==> config.mk <==
export PLATFORM = sky130hd
export DESIGN_NAME = imr_filter
export DESIGN_NICKNAME = d
export VERILOG_FILES = /design/src/rtl/imr_pkg.sv /design/src/rtl/imr_region.sv /design/src/rtl/imr_combine.sv /design/src/rtl/imr_filter.sv
export SDC_FILE = /design/constraint.sdc
export NUM_CORES = 1
export LEC_CHECK = 0
export ABC_AREA = 1
export BUFFER_PORTS_ARGS = -buffer_cell sky130_fd_sc_hd__buf_2
export CAP_MARGIN = 20
export CORE_UTILIZATION = 29
export CTS_CLUSTER_DIAMETER = 100
export DETAILED_ROUTE_END_ITERATION = 12
export PLACE_DENSITY = 0.57
export SLEW_MARGIN = 20
export SYNTH_ARGS = -nofsm -noshare
export SYNTH_HDL_FRONTEND = slang
export SYNTH_SLANG_ARGS = --single-unit
==> constraint.sdc <==
create_clock -name clk -period 1.7 [get_ports clk]
set_input_delay 0.34 -clock clk [delete_from_list [all_inputs] [get_ports clk]]
set_output_delay 0.34 -clock clk [all_outputs]
set_load 0.02 [all_outputs]
==> src/rtl/imr_pkg.sv <==
package imr_pkg;
    localparam int NUM_REGIONS = 8;
    localparam int ADDR_W      = 32;
    localparam int GRAN_W      = 10;
    localparam int PAGE_W      = ADDR_W - GRAN_W;
    localparam int NUM_CLASSES = 7;
    localparam int CLASS_W     = 3;
    localparam int IDX_W       = $clog2(NUM_REGIONS);
    localparam int FIELD_W     = 3;
    localparam int SNOOP_CLASS = 1;

    // read mask bits that may ever be set: the snoop class cannot read
    localparam logic [NUM_CLASSES-1:0] READ_ALLOWED =
        ~(NUM_CLASSES'(1) << SNOOP_CLASS);

    typedef enum logic [FIELD_W-1:0] {
        FLD_BASE  = 3'd0,
        FLD_END   = 3'd1,
        FLD_RMASK = 3'd2,
        FLD_WMASK = 3'd3,
        FLD_CTRL  = 3'd4
    } cfg_field_e;

    typedef struct packed {
        logic [PAGE_W-1:0]      base;
        logic [PAGE_W-1:0]      last;
        logic [NUM_CLASSES-1:0] rmask;
        logic [NUM_CLASSES-1:0] wmask;
        logic                   en;
        logic                   lock;
    } region_t;

    typedef struct packed {
        logic [ADDR_W-1:0]  addr;
        logic               wr;
        logic [CLASS_W-1:0] cls;
    } access_t;

    function automatic logic class_bit(input logic [NUM_CLASSES-1:0] m,
                                       input logic [CLASS_W-1:0] c);
        logic r;
        r = 1'b0;
        for (int k = 0; k < NUM_CLASSES; k++)
            if (c == CLASS_W'(k)) r = m[k];
        return r;
    endfunction
endpackage

==> src/rtl/imr_region.sv <==
module imr_region
    import imr_pkg::*;
(
    input  logic                clk,
    input  logic                rst,
    input  logic                sel_i,
    input  logic [FIELD_W-1:0]  field_i,
    input  logic [ADDR_W-1:0]   data_i,
    input  access_t             acc_i,
    output logic                hit_o,
    output logic                permit_o
);
    region_t st;

    always_ff @(posedge clk) begin
        if (rst) begin
            st <= '0;
        end else if (sel_i && !st.lock) begin
            case (cfg_field_e'(field_i))
                FLD_BASE:  st.base  <= data_i[ADDR_W-1:GRAN_W];
                FLD_END:   st.last  <= data_i[ADDR_W-1:GRAN_W];
                FLD_RMASK: st.rmask <= data_i[NUM_CLASSES-1:0] & READ_ALLOWED;
                FLD_WMASK: st.wmask <= data_i[NUM_CLASSES-1:0];
                FLD_CTRL: begin
                    st.en   <= data_i[0];
                    st.lock <= data_i[1];
                end
                default: ;
            endcase
        end
    end

    logic [ADDR_W-1:0] lo_addr, hi_addr;
    assign lo_addr = {st.base, {GRAN_W{1'b0}}};
    assign hi_addr = {st.last, {GRAN_W{1'b1}}};

    always_comb begin
        hit_o    = st.en && (acc_i.addr >= lo_addr) && (acc_i.addr <= hi_addr);
        permit_o = acc_i.wr ? class_bit(st.wmask, acc_i.cls)
                            : class_bit(st.rmask, acc_i.cls);
    end
endmodule

==> src/rtl/imr_combine.sv <==
module imr_combine
    import imr_pkg::*;
(
    input  logic [NUM_REGIONS-1:0] hit_i,
    input  logic [NUM_REGIONS-1:0] permit_i,
    output logic                   allow_o
);
    logic [NUM_REGIONS-1:0] pass;
    for (genvar g = 0; g < NUM_REGIONS; g++) begin : g_pass
        assign pass[g] = !hit_i[g] || permit_i[g];
    end
    assign allow_o = &pass;
endmodule

==> src/rtl/imr_filter.sv <==
module imr_filter
    import imr_pkg::*;
(
    input  logic               clk,
    input  logic               rst,
    input  logic               req_valid_i,
    input  logic [ADDR_W-1:0]  req_addr_i,
    input  logic               req_write_i,
    input  logic [CLASS_W-1:0] req_class_i,
    input  logic               cfg_we_i,
    input  logic [IDX_W-1:0]   cfg_idx_i,
    input  logic [FIELD_W-1:0] cfg_field_i,
    input  logic [ADDR_W-1:0]  cfg_data_i,
    output logic               grant_o,
    output logic               deny_o,
    output logic               viol_o,
    output logic               rst_req_o
);
    access_t                acc;
    logic [NUM_REGIONS-1:0] hit, permit;
    logic                   allow;

    assign acc = '{addr: req_addr_i, wr: req_write_i, cls: req_class_i};

    for (genvar g = 0; g < NUM_REGIONS; g++) begin : g_region
        imr_region u_region (
            .clk      (clk),
            .rst      (rst),
            .sel_i    (cfg_we_i && (cfg_idx_i == IDX_W'(g))),
            .field_i  (cfg_field_i),
            .data_i   (cfg_data_i),
            .acc_i    (acc),
            .hit_o    (hit[g]),
            .permit_o (permit[g])
        );
    end

    imr_combine u_combine (
        .hit_i    (hit),
        .permit_i (permit),
        .allow_o  (allow)
    );

    always_ff @(posedge clk) begin
        if (rst) begin
            grant_o   <= 1'b0;
            deny_o    <= 1'b0;
            viol_o    <= 1'b0;
            rst_req_o <= 1'b0;
        end else begin
            grant_o <= req_valid_i && allow;
            deny_o  <= req_valid_i && !allow;
            viol_o  <= req_valid_i && !allow;
            if (req_valid_i && !allow) rst_req_o <= 1'b1;
        end
    end
endmodule

==> results of run 1 <==
per-layer routing:
layer  GRT usage  up-vias  part of all wire
met2      0.2956      471              0.45
met5           0        -           0.00028
met3     0.02564      109             0.048
met4     0.05140        4             0.024
li1            -    13246                 -
met1      0.2455    11395              0.48
where the power goes:
part	switching (mW)	leakage, nW	internal [mW]
Combinational	2.05	9.90	1.26
Sequential	0.0270	3.83	11.2
Clock	5.20	0.910	7.15
Total	7.27	14.6	19.6
per-stage QoR:
step	power, mW	instances
after global routing	28.05	5540
after global placement	14.60	5438
final	26.90	5540
after CTS	27.10	5538
after detailed placement	14.64	5438
after floorplan	13.13	3824
state kept, by name, indices dropped and copies added, names as in the netlist:
register	cells
viol_o	1
grant_o	1
rst_req_o	1
g_region.u_region.hi_addr	176
g_region.u_region.st	120
g_region.u_region.lo_addr	176
tightest hold or removal path: cells and delay by family:
family | cells | cell delay (ns)
and+or+nand+nor | 2 | 0.23
buffers and inverters | 1 | 0.12
final cells by class:
| type | instances | share of cell area |
|---|---|---|
| inverters | 612 | 0.06631 |
| flip-flops and latches | 475 | 0.2740 |
| multi-input cells | 2572 | 0.4349 |
| clock inverters | 19 | 0.007020 |
| well taps | 1243 | 0.04475 |
| repair buffers | 538 | 0.1268 |
| clock buffers | 81 | 0.04619 |
cells in the mapped netlist (all sizes together), types with 6 or more instances:
cell,count,area share
ha,352,0.16
dfxtp,475,0.35
a21boi,6,0.0017
clkbuf,151,0.021
inv,612,0.085
o21ai,470,0.087
nor3,25,0.0064
buf,14,0.0041
nand3,90,0.018
nand4,45,0.010
o21bai,7,0.0020
a21o,14,0.0039
nand2,644,0.090
a21oi,520,0.097
nor2,397,0.056
worst max path at each step:
stage	cells after the start	slack, ns	to	from
floorplan	16	0.005	rst_req_o$_SDFFE_PP0P_	req_addr_i[31]
finish	16	-0.48	rst_req_o$_SDFFE_PP0P_	g_region[6].u_region.lo_addr[30]$_SDFFE_PP0P_
global placement	17	-0.92	rst_req_o$_SDFFE_PP0P_	req_addr_i[31]
detailed placement	17	-0.90	rst_req_o$_SDFFE_PP0P_	req_addr_i[31]
CTS	16	-0.45	rst_req_o$_SDFFE_PP0P_	g_region[3].u_region.lo_addr[22]$_SDFFE_PP0P_
global route	15	-0.55	rst_req_o$_SDFFE_PP0P_	g_region[4].u_region.hi_addr[28]$_SDFFE_PP0P_
cell usage in the layout (no fill, tap or decap), types with 56 or more instances in the layout:
cell and count:
nand3_1 80, buf_2 78, ha_1 327, nand2_1 608
clkbuf_16 56, o21ai_0 466, nor2_1 350, dfxtp_1 464
buf_4 415, a21oi_1 508, inv_1 582
logic make-up after synthesis:
group / Yosys count / synth area share
AOI/OAI and AO/OA: 1017 / 0.1915
adders and majority gates: 352 / 0.1635
buffers and inverters: 777 / 0.1104
DFF: 475 / 0.3530
and+or+nand+nor: 1203 / 0.1817
repair_timing:
item / 4_1_cts / 5_1_grt
resized for setup: 47 / 118
pin swaps: 31 / 61
endpoints found under the setup margin: 5 / 13
gates cloned: 0 / 0
buffers inserted: 0 / 2
==> impl_summary.log, run 1 <==
[metrics] fraction of layout cells with a size suffix above 1: 0.1871
[metrics] via count of the first global-routing pass: ~23000
[metrics] Placed Area: 32220 um2
[metrics] setup repair after global routing missed its margin: true
[metrics] number of DRC violations after detailed-routing iteration 0: ~1500
[metrics] layout-stage area growth over the synthesis result: 29.02%
[metrics] post-route core utilization: 0.3786
[metrics] global-route wire length before repair: 133000 um
[metrics] mean area per synthesized cell: 7.045 um2
[metrics] final cell area excluding filler cells: 34750 um2
[metrics] number of H-tree branching levels: 2
[metrics] launching point of the worst reg2reg path: g_region[6].u_region.lo_addr[30]$_SDFFE_PP0P_
[metrics] number of remaining DRC errors: 0
[metrics] Initial Utilization: 0.2934
[metrics] cells after synthesis: 3824
[metrics] Clock Sinks: 475
[metrics] count of pins on the block boundary: 82
[metrics] number of filler instances in the final layout: 9524
[metrics] num rows: between 100 and 150
[metrics] clock buffers created by TritonCTS: 56
[metrics] max-slew violation total from the final report: 0
[metrics] CP Cell Sequence: inv_2 > ha_1 > nand2_2 > inv_1 > nand2_1 > nand2_1 > a21oi_2 > nand4_1 > nand2_2 > nor2_2 > nand2_1 > nand2_1 > nor2_2 > nand2_2 > nand2_2 > nand2_1
[metrics] Die Footprint: 94110 um2
[metrics] Skew-Pair Late Insertion Delay: between 0.6 and 0.7 ns
[metrics] post-detailed-routing wire length: 86300 um
[metrics] async set-reset flop share out of synthesis: 0
[metrics] Worst path most repeated cell: nand2_1
[metrics] highest-delay cell along the critical path: dfxtp_2
[metrics] worst-case register-to-register setup slack: -0.48 ns
[metrics] Yosys cell types: 29
[metrics] via count normalized by instance count: 4.553
[metrics] maximum operating frequency: 0.4587 GHz
[metrics] hold buffer count at CTS: 0
[metrics] Leak Pwr: around 15 nW
[metrics] First-pass DRT Iterations: 6
[metrics] number of endpoints failing setup at the final stage: 3
[metrics] Worst Hold Path Cells: 3
[metrics] chip height: roughly 300 um
[metrics] number of buffers and inverters on the critical path: 2
[metrics] clock edge transition at the registers on the reported setup and hold paths: about 0.060 ns
[metrics] failing checks: setup timing
[metrics] Setup WS post-layout: -0.4799 ns
[metrics] Crit path required time: approximately 2.2 ns
[metrics] area taken by flip-flops and latches: 9523 um2
[metrics] Final Wtd Congestion: slightly below 0.9
[metrics] hold crit path type: in2reg
[metrics] Multi-input gate area: roughly 15000 um2
[metrics] area of the mapped netlist: between 20000 and 30000 um2
[metrics] Die Wd: around 300 um
[metrics] # port buffers: 78
[metrics] number of antenna violations at the first check in global routing: 2
[metrics] global-route congestion overflow total: 0
[metrics] worst slack, placed: -0.9002 ns
[metrics] hold-critical path endpoint: grant_o$_SDFF_PP0_
[metrics] slew of the pin with the lowest slew margin: around 0.56 ns
[metrics] worst IR drop on VDD: 0.8579 mV
[metrics] all-layer global routing usage: 0.1805
[metrics] Worst slew margin: 0.6241
[metrics] post-route minimum period: ~2.2 ns
[metrics] Root Buffer Master: clkbuf_16
[metrics] DR WL/cell: between 15 and 20 um
[metrics] post-route clock period utilization: 1.282
[metrics] Largest stage delay, worst path: approximately 0.32 ns
[metrics] post-synth net total: around 4300
[metrics] worst path arrival time: 2.70 ns
[metrics] residual antenna-violating net count after detailed routing: 0
[metrics] Setup Crit Path Kind: reg2reg
[metrics] flip-flop and latch count after synthesis: 475
[metrics] maximum fanout along the worst path: 2
[metrics] total negative slack for setup checks: -1.369 ns
[metrics] worst-case clock skew: 0.03614 ns
[metrics] maximum number of pins on one net before global-route repair: 63
[metrics] cell type group with the largest total delay on the critical path: simple AND/OR/NAND/NOR gates
[metrics] CTS tree: built
[metrics] count of max-cap constraint violations: 0
[metrics] final-stage net count: 4685
[metrics] sort of element at the start of the critical path: flop
[metrics] beginning of the worst hold path: req_valid_i
[metrics] Final Hold Fails: 0
[metrics] deepest clock path buffer count: 3
[metrics] Crit Reg-Reg Endpoint: rst_req_o$_SDFFE_PP0P_
[metrics] commonest register cell after synthesis: dfxtp_1
[metrics] sum of net half-perimeters after detailed placement: 61460 um
[metrics] smallest hold slack: approximately 0.12 ns
[metrics] Critical Path End Type: flop
[metrics] Synthesis Warnings: 0
[metrics] number of synthesized flops with an enable pin: 0
[metrics] total power per unit cell area: a little under 800 nW/um2
[metrics] Antenna Cells: 0
[metrics] Std-Cell Core Area: approximately 92000 um2
[metrics] sequential fraction of the synthesis area: 0.3530
[metrics] status: finished with violations
[metrics] cell count of the worst reg-to-reg path: 16
[metrics] detailed-route via count: 25225
Power figures use the tool's default switching activity.
==> inputs of run 2 (changes only) <==
CORE_MARGIN = 3   (was default)
CORE_UTILIZATION = 40   (was 29)
PLACE_DENSITY = 0.69   (was 0.57)
==> impl_summary.log, run 2 (synthesized netlist as in run 1, its figures left out) <==
[metrics] status: finished with violations
[metrics] failing checks: setup timing
[metrics] maximum fanout along the worst path: 2 (unchanged)
[metrics] Die Footprint: 70500 um2 (-25%)
[metrics] Worst Hold Path Cells: 4 (+1)
[metrics] DR WL/cell: 16.43 um (+5.5%)
[metrics] residual antenna-violating net count after detailed routing: 0 (unchanged)
[metrics] number of remaining DRC errors: 0 (unchanged)
[metrics] sort of element at the start of the critical path: flop
[metrics] maximum number of pins on one net before global-route repair: 76 (+21%)
[metrics] switching part of the total power: 0.2641 (-0.006144)
[metrics] Placed Area: 31530 um2 (-2.1%)
[metrics] First-pass DRT Iterations: 7 (+1)
[metrics] final-stage net count: 4672 (-0.28%)
[metrics] launching point of the worst reg2reg path: g_region[4].u_region.hi_addr[22]$_SDFFE_PP0P_
[metrics] fraction of layout cells with a size suffix above 1: 0.1776 (-0.009552)
[metrics] most common cell after layout, fill and taps aside: nand2_1
[metrics] Comb pwr share: 0.122 (about the same)
[metrics] Final Hold Fails: 0 (unchanged)
[metrics] worst IR drop on VDD: 0.7846 mV (-8.5%)
[metrics] global-route congestion overflow total: 0 (unchanged)
[metrics] deepest clock path buffer count: 3 (unchanged)
[metrics] number of H-tree branching levels: 2 (unchanged)
[metrics] slew of the pin with the lowest slew margin: 0.5827 ns (+0.01887 ns)
[metrics] number of DRC violations after detailed-routing iteration 0: 1859 (+22%)
[metrics] Crit Reg-Reg Endpoint: rst_req_o$_SDFFE_PP0P_
[metrics] post-route clock period utilization: 1.240 (-0.04180)
[metrics] P_sw: 7.113 mW (-2.2%)
[metrics] Skew-Pair Late Insertion Delay: 0.64 ns (about the same)
[metrics] post-detailed-routing wire length: 84680 um (-1.9%)
[metrics] # port buffers: 78 (unchanged)
[metrics] count of pins on the block boundary: 82 (unchanged)
[metrics] CTS tree: built
[metrics] area taken by flip-flops and latches: 9515 um2 (about the same)
[metrics] number of endpoints failing setup at the final stage: 3 (unchanged)
[metrics] number of filler instances in the final layout: 6228 (-35%)
[metrics] worst-case clock skew: 0.03122 ns (-0.004925 ns)
[metrics] post-layout instance count excluding filler cells: 5153 (-7.0%)
[metrics] via count of the first global-routing pass: 24055 (+3.2%)
[metrics] clock edge transition at the registers on the reported setup and hold paths: 0.06 ns (about the same)
[metrics] worst-case register-to-register setup slack: -0.41 ns (+0.07 ns)
[metrics] max-slew violation total from the final report: 0 (unchanged)
[metrics] Setup WS post-layout: -0.4088 ns (+0.07107 ns)
[metrics] post-route minimum period: 2.109 ns (-0.07107 ns)
[metrics] all-layer global routing usage: 0.2343 (+0.05376)
[metrics] Leak Pwr: 14.61 nW (-0.29%)
[metrics] Initial Utilization: 0.4068 (+0.1134)
[metrics] number of cells in the design after placement: 5034 (-7.4%)
[metrics] Clock Sinks: 475 (unchanged)
[metrics] beginning of the worst hold path: rst
[metrics] global-route wire length before repair: 131300 um (-1.2%)
[metrics] most frequent cells in the layout: 614 x nand2_1, 589 x inv_1, 509 x a21oi_1
[metrics] Crit path required time: 2.21 ns (about the same)
[metrics] layout-stage area growth over the synthesis result: 26.62%
[metrics] Final Total Pwr: 26.93 mW (+0.12%)
[metrics] Root Buffer Master: clkbuf_16
[metrics] via count normalized by instance count: 5.018 (+10%)
[metrics] worst path arrival time: 2.62 ns (-0.08 ns)
[metrics] setup repair after global routing missed its margin: true
[metrics] clock buffers created by TritonCTS: 55 (-1.8%)
[metrics] total internal power: 19.82 mW (+0.97%)
[metrics] hold crit path type: in2reg
[metrics] maximum operating frequency: 0.4742 GHz (+3.4%)
[metrics] Final Wtd Congestion: 0.9381 (+8.1%)
[metrics] clock network fraction of total power: 0.460 (about the same)
[metrics] hold-critical path endpoint: g_region[1].u_region.hi_addr[10]$_SDFFE_PP0P_
[metrics] relative contribution of sequential cells to total power: 0.417 (about the same)
[metrics] Multi-input gate area: 15020 um2 (-0.64%)
[metrics] final cell area excluding filler cells: 34110 um2 (-1.9%)
[metrics] Die Wd: 265.5 um (-13%)
[metrics] Std-Cell Core Area: 66220 um2 (-28%)
[metrics] chip height: 265.5 um (-13%)
[metrics] count of max-cap constraint violations: 0 (unchanged)
[metrics] Worst slew margin: 0.6116 (-0.01258)
[metrics] total power per unit cell area: 789.5 nW/um2 (+2.0%)
[metrics] cell count of the worst reg-to-reg path: 15 (-1)
[metrics] Setup Crit Path Kind: reg2reg
[metrics] num rows: 94 (-15%)
[metrics] Critical Path End Type: flop
[metrics] number of antenna violations at the first check in global routing: 4 (+2)
[metrics] sum of net half-perimeters after detailed placement: 58870 um (-4.2%)
[metrics] detailed-route via count: 25860 (+2.5%)
==> run 2: changes by cell type in the layout (fill, tap and decap cells not counted), moves of 7 or more <==
cell / before / now
nand2_2: 33 / 26
inv_1: 582 / 589
buf_4: 415 / 404
nor2_2: 37 / 29
nor2_1: 350 / 359
inv_2: 29 / 22
==> run 2: how the worst max path moves through the flow <==
stage	start	endpoint	slack (ns)	cells after the start
detailed placement	req_addr_i[25]	rst_req_o$_SDFFE_PP0P_	-0.93	16
floorplan	req_addr_i[31]	rst_req_o$_SDFFE_PP0P_	0.005	16
global placement	req_addr_i[25]	rst_req_o$_SDFFE_PP0P_	-0.88	16
CTS	g_region[4].u_region.hi_addr[20]$_SDFFE_PP0P_	rst_req_o$_SDFFE_PP0P_	-0.37	15
global route	g_region[7].u_region.hi_addr[23]$_SDFFE_PP0P_	rst_req_o$_SDFFE_PP0P_	-0.51	15
finish	g_region[4].u_region.hi_addr[22]$_SDFFE_PP0P_	rst_req_o$_SDFFE_PP0P_	-0.41	15
==> run 2: metrics by stage <==
stage	util	hold slack [ns]	setup TNS (ns)	worst slack, ns
finish	0.5151	0.1778	-1.160	-0.4088
detailed placement	0.4762	0.4401	-49.76	-0.9312
floorplan	-	0.4245	0	0.005341
CTS	0.5090	0.1467	-1.359	-0.3749
global route	0.5150	0.1898	-1.421	-0.5053
global placement	0.4762	0.4344	-44.41	-0.8809
==> run 2: repair_timing <==
| action | 4_1_cts | 5_1_grt |
|---|---|---|
| pin swaps | 14 | 40 |
| gates resized for setup | 43 | 93 |
| setup endpoints to repair | 3 | 8 |
| setup buffers | 15 | 4 |
| hold buffers | 1 | 0 |
| hold endpoints to repair | 1 | 0 |
==> run 2: power by group through the flow <==
| stage | clock network, mW | logic (mW) | registers, mW |
|---|---|---|---|
| 2_1_floorplan | 0 | 1.66 | 11.5 |
| 3_3_place_gp | 0 | 3.03 | 11.5 |
| 3_5_place_dp | 0 | 3.10 | 11.5 |
| 4_1_cts | 12.6 | 3.17 | 11.2 |
| 5_1_grt | 13.0 | 3.68 | 11.2 |
| 6_report | 12.4 | 3.29 | 11.2 |
==> run 2: layer usage <==
metal  up-vias  global-route usage  part of all wire
met5         -            0.005405            0.0011
met4         8             0.09835             0.045
met3       212             0.03422             0.061
met2       705              0.3884              0.45
met1     11700              0.3050              0.44
li1      13235                   -                 -
==> run 2: cell type report <==
cell class,instances,area share
diodes,3,0.0002201
well taps,864,0.03169
inverters,612,0.06757
multi-input cells,2572,0.4403
clock buffers,85,0.04897
clock inverters,16,0.006346
flip-flops and latches,475,0.2790
repair buffers,526,0.1259
==> run 2: critical path: stages, from the launching register on <==
cell	delay, ns
dfxtp_1	0.32
inv_2	0.05
ha_4	0.27
nand2_4	0.05
nor2_4	0.12
nand4_1	0.25
nor2_2	0.22
nand2_1	0.07
nand3_1	0.07
nand2_1	0.06
nand4_1	0.09
nand2_1	0.07
nor2_1	0.12
nand2_2	0.10
nand2_2	0.07
nand2_1	0.04
